$ cat src/rtl/adc_arb_pkg.sv
package adc_arb_pkg;
  typedef enum logic [2:0] {
    ST_IDLE = 3'b000,
    ST_OFF  = 3'b001,
    ST_MUXW = 3'b010,
    ST_SAMP = 3'b100,
    ST_CONV = 3'b110
  } conv_state_e;
endpackage

$ cat src/rtl/arb_chan_slot.sv
module arb_chan_slot (
  input  logic clk,
  input  logic rst_n,
  input  logic trig,
  input  logic grant,
  input  logic finish,
  output logic ready
);
  logic active_q, pend_q;
  logic active_d, pend_d;

  always_comb begin
    active_d = active_q;
    pend_d   = pend_q;
    if (grant) begin
      active_d = 1'b1;
      pend_d   = trig;
    end else begin
      if (finish) active_d = 1'b0;
      if (trig && !pend_q) pend_d = 1'b1;
    end
  end

  always_ff @(posedge clk or negedge rst_n) begin
    if (!rst_n) begin
      active_q <= 1'b0;
      pend_q   <= 1'b0;
    end else begin
      active_q <= active_d;
      pend_q   <= pend_d;
    end
  end

  assign ready = pend_q && !active_q;

  // a full slot keeps its single buffered request and drops the trigger
  p_drop_extra_r5: assert property (@(posedge clk) disable iff (!rst_n)
    (pend_q && trig && !grant) |=> pend_q);
  // a trigger during a running conversion is buffered
  p_buffer_one_r4: assert property (@(posedge clk) disable iff (!rst_n)
    (active_q && !finish && !pend_q && trig && !grant) |=> (pend_q && active_q));
  p_grant_ready_r3: assert property (@(posedge clk) disable iff (!rst_n)
    grant |-> ready);
endmodule

$ cat src/rtl/arb_low_pick.sv
module arb_low_pick #(
  parameter int NUM_CH = 8,
  localparam int CH_W = $clog2(NUM_CH)
) (
  input  logic [NUM_CH-1:0] req,
  output logic              any,
  output logic [CH_W-1:0]   idx
);
  always_comb begin
    any = 1'b0;
    idx = '0;
    for (int i = NUM_CH - 1; i >= 0; i--) begin
      if (req[i]) begin
        any = 1'b1;
        idx = CH_W'(i);
      end
    end
  end

  // the chosen channel has no lower requesting neighbour
  always_comb begin
    if (any) begin
      a_lowest_r3: assert ((req & ((NUM_CH'(1) << idx) - NUM_CH'(1))) == '0);
    end
  end
endmodule

$ cat src/rtl/arb_conv_fsm.sv
module arb_conv_fsm
  import adc_arb_pkg::*;
#(
  parameter int NUM_CH = 8,
  parameter int CNT_W  = 8,
  localparam int CH_W = $clog2(NUM_CH)
) (
  input  logic             clk,
  input  logic             rst_n,
  input  logic             req_any,
  input  logic [CH_W-1:0]  req_idx,
  input  logic [CNT_W-1:0] mux_dly,
  input  logic [CNT_W-1:0] smp_len,
  input  logic [CNT_W-1:0] cnv_len,
  input  logic             pwr_dn,
  output logic             start,
  output logic             fin,
  output logic [CH_W-1:0]  cur_ch,
  output logic [2:0]       status,
  output logic             done,
  output logic [CH_W-1:0]  done_ch
);
  conv_state_e state_q, state_d;
  logic [CNT_W-1:0] cnt_q, cnt_d;
  logic [CH_W-1:0]  ch_q;
  logic             done_q;
  logic [CH_W-1:0]  dch_q;

  function automatic logic [CNT_W-1:0] span(input logic [CNT_W-1:0] len);
    return (len == '0) ? '0 : len - CNT_W'(1);
  endfunction

  always_comb begin
    state_d = state_q;
    cnt_d   = cnt_q;
    start   = 1'b0;
    fin     = 1'b0;
    if (cnt_q != '0) cnt_d = cnt_q - CNT_W'(1);
    case (state_q)
      ST_IDLE: begin
        if (pwr_dn) begin
          state_d = ST_OFF;
        end else if (req_any) begin
          start = 1'b1;
          if (mux_dly != '0) begin
            state_d = ST_MUXW;
            cnt_d   = span(mux_dly);
          end else begin
            state_d = ST_SAMP;
            cnt_d   = span(smp_len);
          end
        end
      end
      ST_MUXW, ST_SAMP, ST_CONV: begin
        if (pwr_dn) begin
          state_d = ST_OFF;
          cnt_d   = '0;
        end else if (cnt_q == '0) begin
          if (state_q == ST_MUXW) begin
            state_d = ST_SAMP;
            cnt_d   = span(smp_len);
          end else if (state_q == ST_SAMP) begin
            state_d = ST_CONV;
            cnt_d   = span(cnv_len);
          end else begin
            state_d = ST_IDLE;
            fin     = 1'b1;
          end
        end
      end
      ST_OFF: begin
        cnt_d = '0;
        if (!pwr_dn) state_d = ST_IDLE;
      end
      default: state_d = ST_IDLE;
    endcase
  end

  always_ff @(posedge clk or negedge rst_n) begin
    if (!rst_n) begin
      state_q <= ST_IDLE;
      cnt_q   <= '0;
      ch_q    <= '0;
      done_q  <= 1'b0;
      dch_q   <= '0;
    end else begin
      state_q <= state_d;
      cnt_q   <= cnt_d;
      done_q  <= fin;
      if (start) ch_q  <= req_idx;
      if (fin)   dch_q <= ch_q;
    end
  end

  assign cur_ch  = ch_q;
  assign status  = state_q;
  assign done    = done_q;
  assign done_ch = dch_q;

  p_legal_code_r1: assert property (@(posedge clk) disable iff (!rst_n)
    (status == 3'b000 || status == 3'b001 || status == 3'b010 ||
     status == 3'b100 || status == 3'b110));
  p_no_wait_zero_r6: assert property (@(posedge clk) disable iff (!rst_n)
    (state_q == ST_IDLE && !pwr_dn && req_any && mux_dly == '0) |=> (status == 3'b100));
  p_idle_off_r9: assert property (@(posedge clk) disable iff (!rst_n)
    (state_q == ST_IDLE && pwr_dn) |=> (status == 3'b001));
  p_done_after_conv_r8: assert property (@(posedge clk) disable iff (!rst_n)
    $rose(done) |-> ($past(state_q) == ST_CONV && state_q == ST_IDLE));
  p_no_done_abort_r10: assert property (@(posedge clk) disable iff (!rst_n)
    (state_q != ST_IDLE && state_q != ST_OFF && pwr_dn) |=> !done);
endmodule

$ cat src/rtl/adc_trig_arbiter.sv
module adc_trig_arbiter #(
  parameter int NUM_CH = 8,
  parameter int CNT_W  = 8,
  localparam int CH_W = $clog2(NUM_CH)
) (
  input  logic              clk,
  input  logic              rst_n,
  input  logic [NUM_CH-1:0] trig_i,
  input  logic [CNT_W-1:0]  mux_dly_i,
  input  logic [CNT_W-1:0]  smp_len_i,
  input  logic [CNT_W-1:0]  cnv_len_i,
  input  logic              pwr_dn_i,
  output logic [2:0]        status_o,
  output logic              done_o,
  output logic [CH_W-1:0]   done_ch_o
);
  logic [NUM_CH-1:0] ready_v;
  logic              req_any;
  logic [CH_W-1:0]   req_idx;
  logic              start, fin;
  logic [CH_W-1:0]   cur_ch;

  arb_low_pick #(.NUM_CH(NUM_CH)) u_pick (
    .req (ready_v),
    .any (req_any),
    .idx (req_idx)
  );

  arb_conv_fsm #(.NUM_CH(NUM_CH), .CNT_W(CNT_W)) u_fsm (
    .clk     (clk),
    .rst_n   (rst_n),
    .req_any (req_any),
    .req_idx (req_idx),
    .mux_dly (mux_dly_i),
    .smp_len (smp_len_i),
    .cnv_len (cnv_len_i),
    .pwr_dn  (pwr_dn_i),
    .start   (start),
    .fin     (fin),
    .cur_ch  (cur_ch),
    .status  (status_o),
    .done    (done_o),
    .done_ch (done_ch_o)
  );

  for (genvar g = 0; g < NUM_CH; g++) begin : g_slot
    arb_chan_slot u_slot (
      .clk    (clk),
      .rst_n  (rst_n),
      .trig   (trig_i[g]),
      .grant  (start && (req_idx == CH_W'(g))),
      .finish (fin && (cur_ch == CH_W'(g))),
      .ready  (ready_v[g])
    );
  end
endmodule

$ cat config.mk
export PLATFORM = sky130hd
export DESIGN_NAME = adc_trig_arbiter
export DESIGN_NICKNAME = d
export VERILOG_FILES = /design/src/rtl/adc_arb_pkg.sv /design/src/rtl/arb_chan_slot.sv /design/src/rtl/arb_low_pick.sv /design/src/rtl/arb_conv_fsm.sv /design/src/rtl/adc_trig_arbiter.sv
export SDC_FILE = /design/constraint.sdc
export NUM_CORES = 1
export LEC_CHECK = 0
export BUFFER_PORTS_ARGS = -buffer_cell sky130_fd_sc_hd__buf_2
export CORE_MARGIN = 2
export CORE_UTILIZATION = 55
export DETAILED_ROUTE_END_ITERATION = 6
export PLACE_DENSITY = 0.78
export SYNTH_ARGS = -nofsm -noshare
export SYNTH_HDL_FRONTEND = slang
export SYNTH_SLANG_ARGS = --single-unit
$ cat constraint.sdc
create_clock -name clk -period 3.2 [get_ports clk]
set_clock_uncertainty 0.2 [all_clocks]
set_input_delay 0 -clock clk [delete_from_list [all_inputs] [get_ports clk]]
set_output_delay 0 -clock clk [all_outputs]
set_load 0.01 [all_outputs]
==> results of run 1 <==
[final cells by class]
cell class | count | area [µm²] | area share
sequential | 34 | 851 | 0.274
clock buffer | 6 | 82.6 | 0.0266
tap | 54 | 67.6 | 0.0218
clock inverter | 2 | 12.5 | 0.00403
timing repair buffer | 55 | 343 | 0.110
multi-input combinational | 255 | 1690 | 0.546
inverter | 14 | 52.6 | 0.0169
[registers in the layout, indices dropped and copies added (netlist names)]
register / flops
u_fsm.cur_ch: 3
g_slot.u_slot.pend_q: 8
u_fsm.done: 1
u_fsm.done_ch: 3
u_fsm.status: 3
u_fsm.cnt_q: 8
g_slot.u_slot.active_q: 8
[power breakdown]
part / switching (mW) / internal [mW] / leakage (nW)
logic: 0.508 / 0.351 / 0.834
clock network: 0.164 / 0.173 / 0.0472
registers: 0.132 / 0.555 / 0.384
total: 0.805 / 1.08 / 1.26
[through the flow]
stage	instance area, µm²	utilization
finish	3100	0.666
CTS	3100	0.666
global route	3100	0.666
floorplan	2630	-
global placement	2880	0.617
detailed placement	2880	0.617
[cell usage after synthesis, types with 9 or more instances]
| library cell | n |
|---|---|
| sky130_fd_sc_hd__nand2_1 | 21 |
| sky130_fd_sc_hd__xnor2_1 | 9 |
| sky130_fd_sc_hd__o21ai_0 | 22 |
| sky130_fd_sc_hd__nor2_1 | 25 |
| sky130_fd_sc_hd__nand2b_1 | 9 |
| sky130_fd_sc_hd__dfrtp_1 | 34 |
| sky130_fd_sc_hd__a21oi_1 | 16 |
| sky130_fd_sc_hd__inv_1 | 14 |
| sky130_fd_sc_hd__nand3_1 | 9 |
| sky130_fd_sc_hd__nor3_1 | 11 |
| sky130_fd_sc_hd__nor2b_1 | 12 |
[routing by layer]
metal  share of wire  vias to the layer above  track usage  routed length, µm
met1            0.47                     1232        0.398               3200
met3           0.080                       10       0.0483                543
met2            0.44                      133        0.398               2980
met4           0.013                        0       0.0844                 89
met5               0                        -            0                  0
li1                -                     1283            -                  -
[logic make-up (layout without fill, tap and decap cells)]
group	Yosys count	in the layout	synth area share
fa+ha+maj	8	8	0.0380
compound gates	94	94	0.241
flops	34	34	0.323
buf+inv	22	77	0.0328
mux	12	12	0.0476
simple gates	128	128	0.274
xor+xnor	13	13	0.0433
[worst paths after layout]
path / end / slack [ns] / cells past startpoint
setup / recovery: g_slot[2].u_slot.active_q$_DFFE_PN0P_ / 0.54 / 7
hold / removal: u_fsm.cnt_q[5]$_DFF_PN0_ / 0.006 / 4
setup reg to reg: g_slot[2].u_slot.active_q$_DFFE_PN0P_ / 0.54 / 7
hold reg to reg: g_slot[4].u_slot.pend_q$_DFFE_PN0P_ / 0.27 / 1
max in group asynchronous: u_fsm.cnt_q[0]$_DFF_PN0_ / 2.21 / 2
min in group asynchronous: g_slot[7].u_slot.pend_q$_DFFE_PN0P_ / 0.11 / 2
[timing repair]
| action | in CTS | in global routing |
|---|---|---|
| hold buffers | 13 | 0 |
| setup buffers | 0 | 0 |
| endpoints found under the hold margin | 46 | 0 |
[critical path: cells and delay by family, from the launching register on]
| kind | cells | cell delay (ns) |
|---|---|---|
| fa+ha+maj | 1 | 0.22 |
| compound gates | 2 | 0.29 |
| flops | 1 | 0.42 |
| simple gates | 3 | 1.27 |
| buf+inv | 1 | 0.13 |
==> flow_results.org, run 1 <==
** Run status
- The flow ran to the end, and the final reports show no timing, DRC or antenna violations.

** Synth
- Summed instance area of the synthesized netlist :: roughly 2600 µm²
- Synthesized netlist cell count :: roughly 310
- Main area contributors after synthesis :: sky130_fd_sc_hd__dfrtp_1 32%, sky130_fd_sc_hd__o21ai_0 4.2%, sky130_fd_sc_hd__ha_1 3.8%, sky130_fd_sc_hd__nor2_1 3.6%, sky130_fd_sc_hd__a21oi_1 3.0%
- Post-synthesis sequential element count :: 34
- Avg Cell Area, Syn :: 8.46 µm²
- The share of synthesized area in the top cell type comes to 0.323.
- Synthesized Nets :: between 300 and 400
- For this run, asynchronously set or reset flops after synthesis account for 1.00.
- Most used flip-flop cell after synthesis :: sky130_fd_sc_hd__dfrtp_1
- The synthesized design spends more area on one cell type than any other, namely sky130_fd_sc_hd__dfrtp_1.
- Of the synthesized area, sequential elements account for 0.323.
- Cell variety after synth :: a little over 60
- Number of warnings printed during yosys synthesis :: 0
- Counting flops with a built-in enable in the synthesized netlist gives 0.

** CTS
- TritonCTS built the clock tree.
- Number of gates resized after CTS :: 0
- The root buffer cell chosen for the clock tree is sky130_fd_sc_hd__clkbuf_8.
- After clock tree synthesis, the clock-pin slew on the worst setup and hold paths is 0.07 ns.
- No sink is reached through more buffers than the 2 on the longest clock path.
- At the later pin of the worst-skew pair, clock insertion delay measures a little under 0.3 ns.
- H-Tree Level Count :: 2
- Total number of clock tree sinks :: 34
- TritonCTS created 5 clock buffers.

** Worst setup path
- At the worst endpoint, the arrival time is around 2.6 ns.
- Dominant cell type by count on the critical path :: sky130_fd_sc_hd__o21ai_0
- The worst register-to-register path begins at u_fsm.cnt_q[0]$_DFF_PN0_.
- The slowest stage of the critical path is the sky130_fd_sc_hd__or3_1 cell.
- The largest single stage delay on the critical path is 0.49 ns.
- The worst setup path is of the register to register kind.
- Biggest fanout along the worst timing path :: 6
- Walking the worst path, the cells encountered are inv_1, ha_1, nor4b_2, nand4_1, or3_1, o21ai_0, o21ai_0.
- The worst setup path is launched from a register.
- In this run the worst setup path begins at u_fsm.cnt_q[0]$_DFF_PN0_.
- For the worst setup path, the data required time is 3.15 ns.
- Nature of the critical path endpoint :: register

** Floorplanning
- Initial core utilization :: 0.565
- Area of the core :: between 4000 and 5000 µm²
- Std-Cell Rows :: 25
- Die extent in y :: 73.2 µm
- Die Outline Area :: around 5400 µm²
- In this run the horizontal extent of the chip is between 70 and 80 µm.
- Top-Level Pins :: between 40 and 50

** STA
- Derived from the worst setup path, the maximum achievable clock frequency is approximately 380 MHz.
- Final hold violation count :: 0
- The count of pins over their slew limit is 0.
- In the post-route analysis, the smallest setup slack over all paths is ~0.54 ns.
- Of the available clock period, the critical path in the final layout requires 0.831.
- Across all hold checks on the routed design, the worst slack comes to approximately 0.0056 ns.
- Tightest slew margin relative to the limit :: 0.497
- Setup-violating endpoint count in the final report :: 0
- At the pin with the least slew margin, the transition time is between 0.7 and 0.8 ns.
- Final sum of negative setup slack :: 0 ns
- RSZ-0062 raised after global routing :: false
- Minimum clock period after layout :: between 2 and 3 ns

** Power and ir drop
- Leakage :: approximately 1.3 nW
- Dividing total power by cell area gives a power density of 607 nW/µm².
- Total power after layout :: around 1.9 mW
- Worst supply voltage drop on vdd :: approximately 310 µV

** Routing
- After detailed routing, the total wire length is between 6000 and 7000 µm.
- Via count of the routed design :: 2658
- Antenna violation net count after detailed routing :: 0
- Drt drc :: 0
- Vias per std cell :: 6.33
- Dividing the detail-routed wire length by the instance count gives 16.2 µm.
- DRT iter0 DRCs :: ~260
- DR pass1 iterations :: 6

** Placement
- Post-Place Worst Slack :: approximately 0.7 ns
- Buffers placed on the I/O ports in this run total 41.
- The congestion estimate from routability-driven global placement came to just under 0.9.
- Once placement completed, the tool counted placed cells totaling about 400.
- Placed wire-length estimate after detailed placement :: between 5000 and 6000 µm

** Global routing
- Entering global routing, the biggest net connects 35 pins.
- Final global-route overflow total :: 0
- For this run, the total global-route usage over all layers was measured as 0.270.
- Antenna violations before repair :: 0
- The via count of the first global-routing pass was roughly 2300.
- The first global-routing pass estimated between 10000 and 15000 µm of wire.

** Flow run
- Number of violations of the max-capacitance limit :: 0

** Layout
- In the final design database the tool counted between 400 and 500 nets.
- 0 antenna diodes ended up in the layout.
- The top cell types in the final layout, fill and taps aside, are 41 x sky130_fd_sc_hd__buf_2, 34 x sky130_fd_sc_hd__dfrtp_1, 25 x sky130_fd_sc_hd__nor2_1, 22 x sky130_fd_sc_hd__o21ai_0, 21 x sky130_fd_sc_hd__nand2_1.
- Most frequent standard cell in the layout excluding fill and tap cells :: sky130_fd_sc_hd__buf_2
- Filler cell count in the final layout :: 373
- The area growth from synthesis to layout is 17.9%.
- Share of final-layout standard cells stronger than drive strength 1 :: 0.178
- Cell Count, Final, Fillers Out :: 420

** Hold path
- The path class of the tightest hold or removal check is primary input to register.
- In this run the most critical hold path is launched from mux_dly_i[5].
(Power assumes the default switching activity.)
==> run 2: changes to the inputs <==
Clock period 3.2 ns to 2.8 ns, I/O delays scaled along.
==> run 2 against run 1 <==
Count of clock-buffer cells in the layout shrank 1. Sequential share of layout area about the same. Largest cell class unchanged. Flip-flop and latch count stayed put. Highest routed layer unchanged. Global-route usage fell by 0.11 points. Worst setup slack got worse by 0.15 ns. Register-to-register slack lost 0.15 ns. Worst hold slack better by 0.014 ns.
==> flow_results.org, run 2 (same netlist as run 1, synthesis figures left out) <==
** Run status
- The run finished with clean final reports.

** Layout
- The antenna diode instance count is 0 (unchanged).
- Share of the core filled with cells :: 0.666 (about the same)
- The largest registers in the layout are g_slot.u_slot.active_q x8, g_slot.u_slot.pend_q x8, u_fsm.cnt_q x8.
- Total number of nets in the final design :: 410 (+0.49%)
- Most frequent standard cell in the layout excluding fill and tap cells :: sky130_fd_sc_hd__buf_2
- The area added between synthesis and finish is 17.9% (about the same).
- Commonest cells after routing, fill and taps aside :: 41 x sky130_fd_sc_hd__buf_2, 34 x sky130_fd_sc_hd__dfrtp_1, 25 x sky130_fd_sc_hd__nor2_1, 22 x sky130_fd_sc_hd__o21ai_0, 21 x sky130_fd_sc_hd__nand2_1
- Share of final-layout standard cells stronger than drive strength 1 :: 0.180 (+0.00224)

** CTS
- The clock net sink count came to 34 (unchanged).
- The number of levels in the clock H-tree is 2 (unchanged).
- Clock slew seen by the registers of the worst setup and hold paths :: 0.07 ns (about the same)
- TritonCTS built the clock tree.
- Number of buffers created by CTS :: 5 (unchanged)
- Clock Latency Late Sink :: 0.29 ns (about the same)
- Clock buffer depth :: 2 (unchanged)
- The tree is rooted in a sky130_fd_sc_hd__clkbuf_8.

** Routing
- Vias per std cell :: 6.38 (+0.74%)
- The number of DRC markers after the initial detailed-route iteration is 340 (+30%).
- The routed via count came to 2684 (+0.98%).
- The routed wirelength normalized by instance count was 16.5 µm (+1.8%).
- The total DRC errors in the routed layout is 0 (unchanged).
- DR pass1 iterations :: 5 (-1)
- Antenna violation net count after detailed routing :: 0 (unchanged)
- The routed wire length is 6960 µm (+2.1%).

** Global routing
- The via count of the first global-routing pass came to 2347 (+1.3%).
- Total track usage :: 0.268 (-0.00107)
- Final global-route overflow total :: 0 (unchanged)
- The number of antenna violations at the first check in global routing came to 0 (unchanged).
- First-pass GRT wire length :: 11100 µm (-0.19%)
- The pin count of the biggest net entering global routing came to 35 (unchanged).

** Worst setup path
- Arrival time worst endpoint :: 2.38 ns (-0.23 ns)
- Reg2reg path depth :: 7 (unchanged)
- The worst setup path is captured at a register.
- Biggest fanout along the worst timing path :: 5 (-1)
- In this run the critical register-to-register path is captured at g_slot[0].u_slot.active_q$_DFFE_PN0P_.
- The worst setup path is of the register to register kind.
- R2R Setup Slk :: 0.39 ns (-0.15 ns)
- Critical register-to-register path startpoint :: u_fsm.cnt_q[0]$_DFF_PN0_
- Startpoint kind of the worst setup timing path :: register
- The required time at the endpoint of the critical path is 2.77 ns (-0.38 ns).

** STA
- The worst setup slack after layout was 0.388 ns (-0.153 ns).
- RSZ-0062 raised after global routing :: false
- The highest clock frequency the design can meet is 415 MHz (+10%).
- The actual slew at the worst max-slew pin is 0.769 ns (+0.0138 ns).
- Minimum clock period after layout :: 2.41 ns (-0.247 ns)
- Setup-violating endpoint count in the final report :: 0 (unchanged)
- Minimum hold slack :: 0.0197 ns (+0.0141 ns)
- The worst-case headroom to the max-slew limit is 0.488 (-0.00917).
- The count of pins over their slew limit is 0 (unchanged).
- The final hold violation count is 0 (unchanged).
- The setup TNS came to 0 ns (unchanged).
- Tcrit/Tclk final :: 0.861 (+0.0306)

** Floorplanning
- Initial core utilization :: 0.565 (unchanged)
- The vertical extent of the die was 73.2 µm (unchanged).
- Top-Level Pins :: 42 (unchanged)
- Area of the core :: 4660 µm² (unchanged)
- The total die area is 5350 µm² (unchanged).
- The horizontal die dimension came to 73.2 µm (unchanged).
- The number of placement rows came to 25 (unchanged).

** Hold path
- The instance count along the most critical hold path came to 5 (+1).
- The tightest min-delay check is of the primary input to register type.
- The worst hold path terminates at u_fsm.cnt_q[6]$_DFF_PN0_.
- Min-delay src :: mux_dly_i[6]

** Power and ir drop
- Leakage :: 1.27 nW (+0.48%)
- The power density of the placed cells came to 688 nW/µm² (+13%).
- Total power after layout :: 2.13 mW (+13%)
- The worst-case vdd ir drop came to 283 µV (-9.1%).

** Flow run
- The number of violations of the max-capacitance limit came to 0 (unchanged).

** Placement
- Total of buffers placed on input and output ports :: 41 (unchanged)
- Placer's final routability congestion estimate :: 0.888 (+0.46%)
- Post-Place Worst Slack :: 0.407 ns (-0.300 ns)
- The HPWL after detailed placement came to 5180 µm (+0.70%).
## run 2: cell types whose count changed in the layout (fill, tap and decap cells not counted)
| cell | before | now |
|---|---|---|
| sky130_fd_sc_hd__buf_4 | 1 | 3 |
| sky130_fd_sc_hd__clkbuf_8 | 6 | 5 |
| sky130_fd_sc_hd__clkinv_2 | 1 | 2 |
| sky130_fd_sc_hd__clkinvlp_4 | 1 | 0 |
## run 2: worst max-delay path by stage
stage / to / startpoint / cells after the start
floorplan: u_fsm.status[1]$_DFFE_PN0P_ / u_fsm.cnt_q[0]$_DFF_PN0_ / 7
global placement: g_slot[2].u_slot.active_q$_DFFE_PN0P_ / u_fsm.cnt_q[0]$_DFF_PN0_ / 7
detailed placement: g_slot[0].u_slot.active_q$_DFFE_PN0P_ / u_fsm.cnt_q[0]$_DFF_PN0_ / 7
CTS: g_slot[0].u_slot.active_q$_DFFE_PN0P_ / u_fsm.cnt_q[0]$_DFF_PN0_ / 7
global route: g_slot[2].u_slot.active_q$_DFFE_PN0P_ / u_fsm.cnt_q[0]$_DFF_PN0_ / 7
finish: g_slot[0].u_slot.active_q$_DFFE_PN0P_ / u_fsm.cnt_q[0]$_DFF_PN0_ / 7
## run 2: layout make-up
| type | count | area [µm²] |
|---|---|---|
| clock inverter | 2 | 10.0 |
| timing repair buffer | 57 | 358 |
| fill | 377 | 1560 |
| tap | 54 | 67.6 |
| sequential | 34 | 851 |
| clock buffer | 5 | 68.8 |
| inverter | 14 | 52.6 |
| multi-input combinational | 255 | 1690 |
## run 2: power by group
part	internal [mW]	switching (mW)
Sequential	0.634	0.154
Clock	0.167	0.178
Combinational	0.410	0.592
## run 2: repair_timing
action | in CTS | in global routing
gates resized for setup | 0 | 0
hold buffers | 13 | 0
buffers inserted | 0 | 0
hold endpoints to repair | 46 | 0
## run 2: stage by stage
step / cells / area (µm²)
floorplan: 311 / 2630
global placement: 401 / 2890
detailed placement: 401 / 2890
CTS: 421 / 3100
global route: 421 / 3100
finish: 421 / 3100
## run 2: worst max-delay path: stages (launching register included)
cell and delay (ns):
sky130_fd_sc_hd__dfrtp_1 0.41, sky130_fd_sc_hd__inv_1 0.12, sky130_fd_sc_hd__ha_1 0.21, sky130_fd_sc_hd__nor4b_2 0.40
sky130_fd_sc_hd__nand4_1 0.21, sky130_fd_sc_hd__or3_1 0.43, sky130_fd_sc_hd__nor3_1 0.20, sky130_fd_sc_hd__a21oi_1 0.11
## run 2: per-layer routing
| metal | share of wire | wire length, µm | vias to the layer above | track usage |
|---|---|---|---|---|
| met2 | 0.44 | 3090 | 131 | 0.403 |
| met5 | 0 | 0 | - | 0 |
| met4 | 0.016 | 113 | 0 | 0.0700 |
| li1 | - | - | 1276 | - |
| met3 | 0.077 | 538 | 11 | 0.0456 |
| met1 | 0.46 | 3210 | 1266 | 0.397 |
==> run 3: changes to the inputs <==
Settings changed: PLACE_DENSITY 0.78 to 0.75.
==> run 3 against run 2 <==
Die area did not move. First-iteration DRC count down 36%. Cell count stayed put. Routed wire length decreased by 1.0%. Combinational power barely moved. Highest routed layer unchanged.
==> flow_results.org, run 3 (same netlist as run 1, synthesis figures left out) <==
** Run status
- Status :: finished clean

** Global routing
- The total global routing track utilization is 0.269 (+0.000810).
- The pin count of the biggest net entering global routing was 35 (unchanged).
- Final global-route overflow total :: 0 (unchanged)
- The via count of the first global-routing pass came to 2299 (-2.0%).
- Antenna violations before repair :: 0 (unchanged)
- First-pass GRT wire length :: 11100 µm (-0.62%)

** Placement
- Placed wire-length estimate after detailed placement :: 5270 µm (+1.6%)
- Number of cells after detailed placement :: 401 (unchanged)
- Placer's final routability congestion estimate :: 0.970 (+9.2%)
- The count of buffers from port buffering came to 41 (unchanged).
- Placed standard-cell area :: 2890 µm² (unchanged)

** Hold path
- The tightest min-delay check is of the primary input to register type.
- The worst hold path begins at mux_dly_i[6].
- Hold Crit Endpoint :: u_fsm.cnt_q[6]$_DFF_PN0_
- The instance count along the most critical hold path is 5 (unchanged).

** STA
- The worst-case headroom to the max-slew limit is 0.494 (+0.00599).
- The final worst hold slack was 0.00590 ns (-0.0138 ns).
- Final hold violation count :: 0 (unchanged)
- The setup TNS came to 0 ns (unchanged).
- The actual slew at the worst max-slew pin came to 0.760 ns (-0.00899 ns).
- The number of failing setup endpoints in the final timing report is 0 (unchanged).
- The highest clock frequency the design can meet is 412 MHz (-0.66%).
- Setup repair after global routing left no endpoint under its margin.
- The count of pins over their slew limit came to 0 (unchanged).
- Tcrit/Tclk final :: 0.867 (+0.00573)
- Minimum clock period after layout :: 2.43 ns (+0.0160 ns)

** Worst setup path
- Setup CP Type :: register to register
- The worst setup path is launched from a register.
- Reg-to-reg endpoint :: u_fsm.status[1]$_DFFE_PN0P_
- Arrival time worst endpoint :: 2.41 ns (+0.03 ns)
- Nature of the critical path endpoint :: register
- The delay of the slowest critical-path stage is 0.53 ns (+0.10 ns).
- Walking the worst path, the cells encountered are inv_1, ha_1, or4b_1, nor2_2, nor2_1, a21oi_1, mux2_2.
- The maximum fanout along the worst path was 4 (-1).
- Reg2reg path depth :: 7 (unchanged)
- Master of the slowest instance on the critical path :: sky130_fd_sc_hd__or4b_1
- The startpoint identified for the worst register-to-register timing path is u_fsm.cnt_q[0]$_DFF_PN0_.
- The required time at the endpoint of the critical path is 2.78 ns (about the same).
- R2R Setup Slk :: 0.37 ns (-0.02 ns)

** Layout
- Count of inserted antenna diode cells :: 0 (unchanged)
- In the layout the commonest cells are 41 x sky130_fd_sc_hd__buf_2, 34 x sky130_fd_sc_hd__dfrtp_1, 25 x sky130_fd_sc_hd__nor2_1, 22 x sky130_fd_sc_hd__o21ai_0, 21 x sky130_fd_sc_hd__nand2_1.
- Most frequent standard cell in the layout excluding fill and tap cells :: sky130_fd_sc_hd__buf_2
- The final design instance area without fill came to 3160 µm² (+1.7%).
- Largest regs :: g_slot.u_slot.active_q x8, g_slot.u_slot.pend_q x8, u_fsm.cnt_q x8
- The area growth from synthesis to layout is 19.9%.
- The net count reported at finish was 409 (-0.24%).
- Share of final-layout standard cells stronger than drive strength 1 :: 0.183 (+0.00272)
- The count of placed standard cells in the final layout, fillers left out came to 421 (unchanged).

** Routing
- The routed wirelength normalized by instance count came to 16.4 µm (-1.0%).
- Drt drc :: 0 (unchanged)
- Antenna violation net count after detailed routing :: 0 (unchanged)
- DR pass1 iterations :: 5 (unchanged)
- The via-per-instance ratio came to 6.29 (-1.3%).
- Total Wirelength :: 6890 µm (-1.0%)
- The routed via count was 2649 (-1.3%).
- DRT iter0 DRCs :: 216 (-36%)

** Floorplanning
- The core area was 4660 µm² (unchanged).
- Die extent in y :: 73.2 µm (unchanged)
- The number of top-level design ports was 42 (unchanged).
- Die Wd :: 73.2 µm (unchanged)
- Std-Cell Rows :: 25 (unchanged)
- Die Outline Area :: 5350 µm² (unchanged)
- The initial core utilization was 0.565 (unchanged).

** CTS
- Total number of clock tree sinks :: 34 (unchanged)
- The number of post-CTS setup repair buffers was 0 (unchanged).
- The clock latency of the later-clocked register in the worst-skew pair was 0.29 ns (about the same).
- The number of buffers created by CTS is 5 (unchanged).
- The clock slew seen by the registers of the worst setup and hold paths was 0.07 ns (about the same).
- Clock tree from TritonCTS :: built
- Clock root buffer :: sky130_fd_sc_hd__clkbuf_8
- Number of gates resized after CTS :: 0 (unchanged)
- The maximum number of buffers from clock root to sink was 2 (unchanged).
- Number of buffers inserted for hold repair after clock tree synthesis :: 12 (-1)
- H-Tree Level Count :: 2 (unchanged)

** Power and ir drop
- Worst supply voltage drop on vdd :: 394 µV (+39%)
- The static leakage is 1.29 nW (+1.8%).
- The overall power of the completed layout is 2.36 mW (+11%).
- The power density of the placed cells is 748 nW/µm² (+8.7%).

** Flow run
- Number of violations of the max-capacitance limit :: 0 (unchanged)
run 3: worst max-delay path, delay by kind of cell (launching register included):
kind / cells / cell delay (ns)
fa+ha+maj: 1 / 0.23
flops: 1 / 0.42
compound gates: 1 / 0.18
mux: 1 / 0.36
buf+inv: 1 / 0.12
simple gates: 3 / 0.80
run 3: final cells by class:
class / instances / area, µm²
Sequential cell: 34 / 851
Timing Repair Buffer: 56 / 348
Clock buffer: 6 / 82.6
Inverter: 14 / 52.6
Clock inverter: 2 / 60.1
Fill cell: 379 / 1510
Multi-Input combinational cell: 255 / 1690
Tap cell: 54 / 67.6
run 3: stage by stage:
stage,worst slack (ns),util
finish,0.372,0.677
global route,0.190,0.677
CTS,0.387,0.677
detailed placement,0.409,0.621
global placement,0.488,0.621
floorplan,0.545,-
run 3: worst max-delay path by stage:
stage	from	endpoint	slack [ns]	cells past startpoint
final	u_fsm.cnt_q[0]$_DFF_PN0_	u_fsm.status[1]$_DFFE_PN0P_	0.37	7
after global routing	u_fsm.cnt_q[0]$_DFF_PN0_	g_slot[3].u_slot.active_q$_DFFE_PN0P_	0.19	7
after CTS	u_fsm.cnt_q[0]$_DFF_PN0_	u_fsm.status[1]$_DFFE_PN0P_	0.39	7
after detailed placement	u_fsm.cnt_q[0]$_DFF_PN0_	u_fsm.status[1]$_DFFE_PN0P_	0.41	7
after global placement	u_fsm.cnt_q[0]$_DFF_PN0_	u_fsm.status[1]$_DFFE_PN0P_	0.49	7
after floorplan	u_fsm.cnt_q[0]$_DFF_PN0_	u_fsm.status[1]$_DFFE_PN0P_	0.54	7
run 3: power by group:
part	total [mW]	internal, mW	leakage [nW]	switching, mW
combinational	1.01	0.410	0.839	0.603
sequential	0.784	0.634	0.384	0.150
clock	0.563	0.380	0.0714	0.183
total	2.36	1.42	1.29	0.937
run 3: layer usage:
metal  part of all wire  vias up  GRT usage  routed length [µm]
met5                  0        -          0                   0
met4              0.010        0     0.0761                  71
met3              0.082        8     0.0608                 565
met2               0.43      125      0.375                2970
met1               0.48     1229      0.412                3280
li1                   -     1287          -                   -
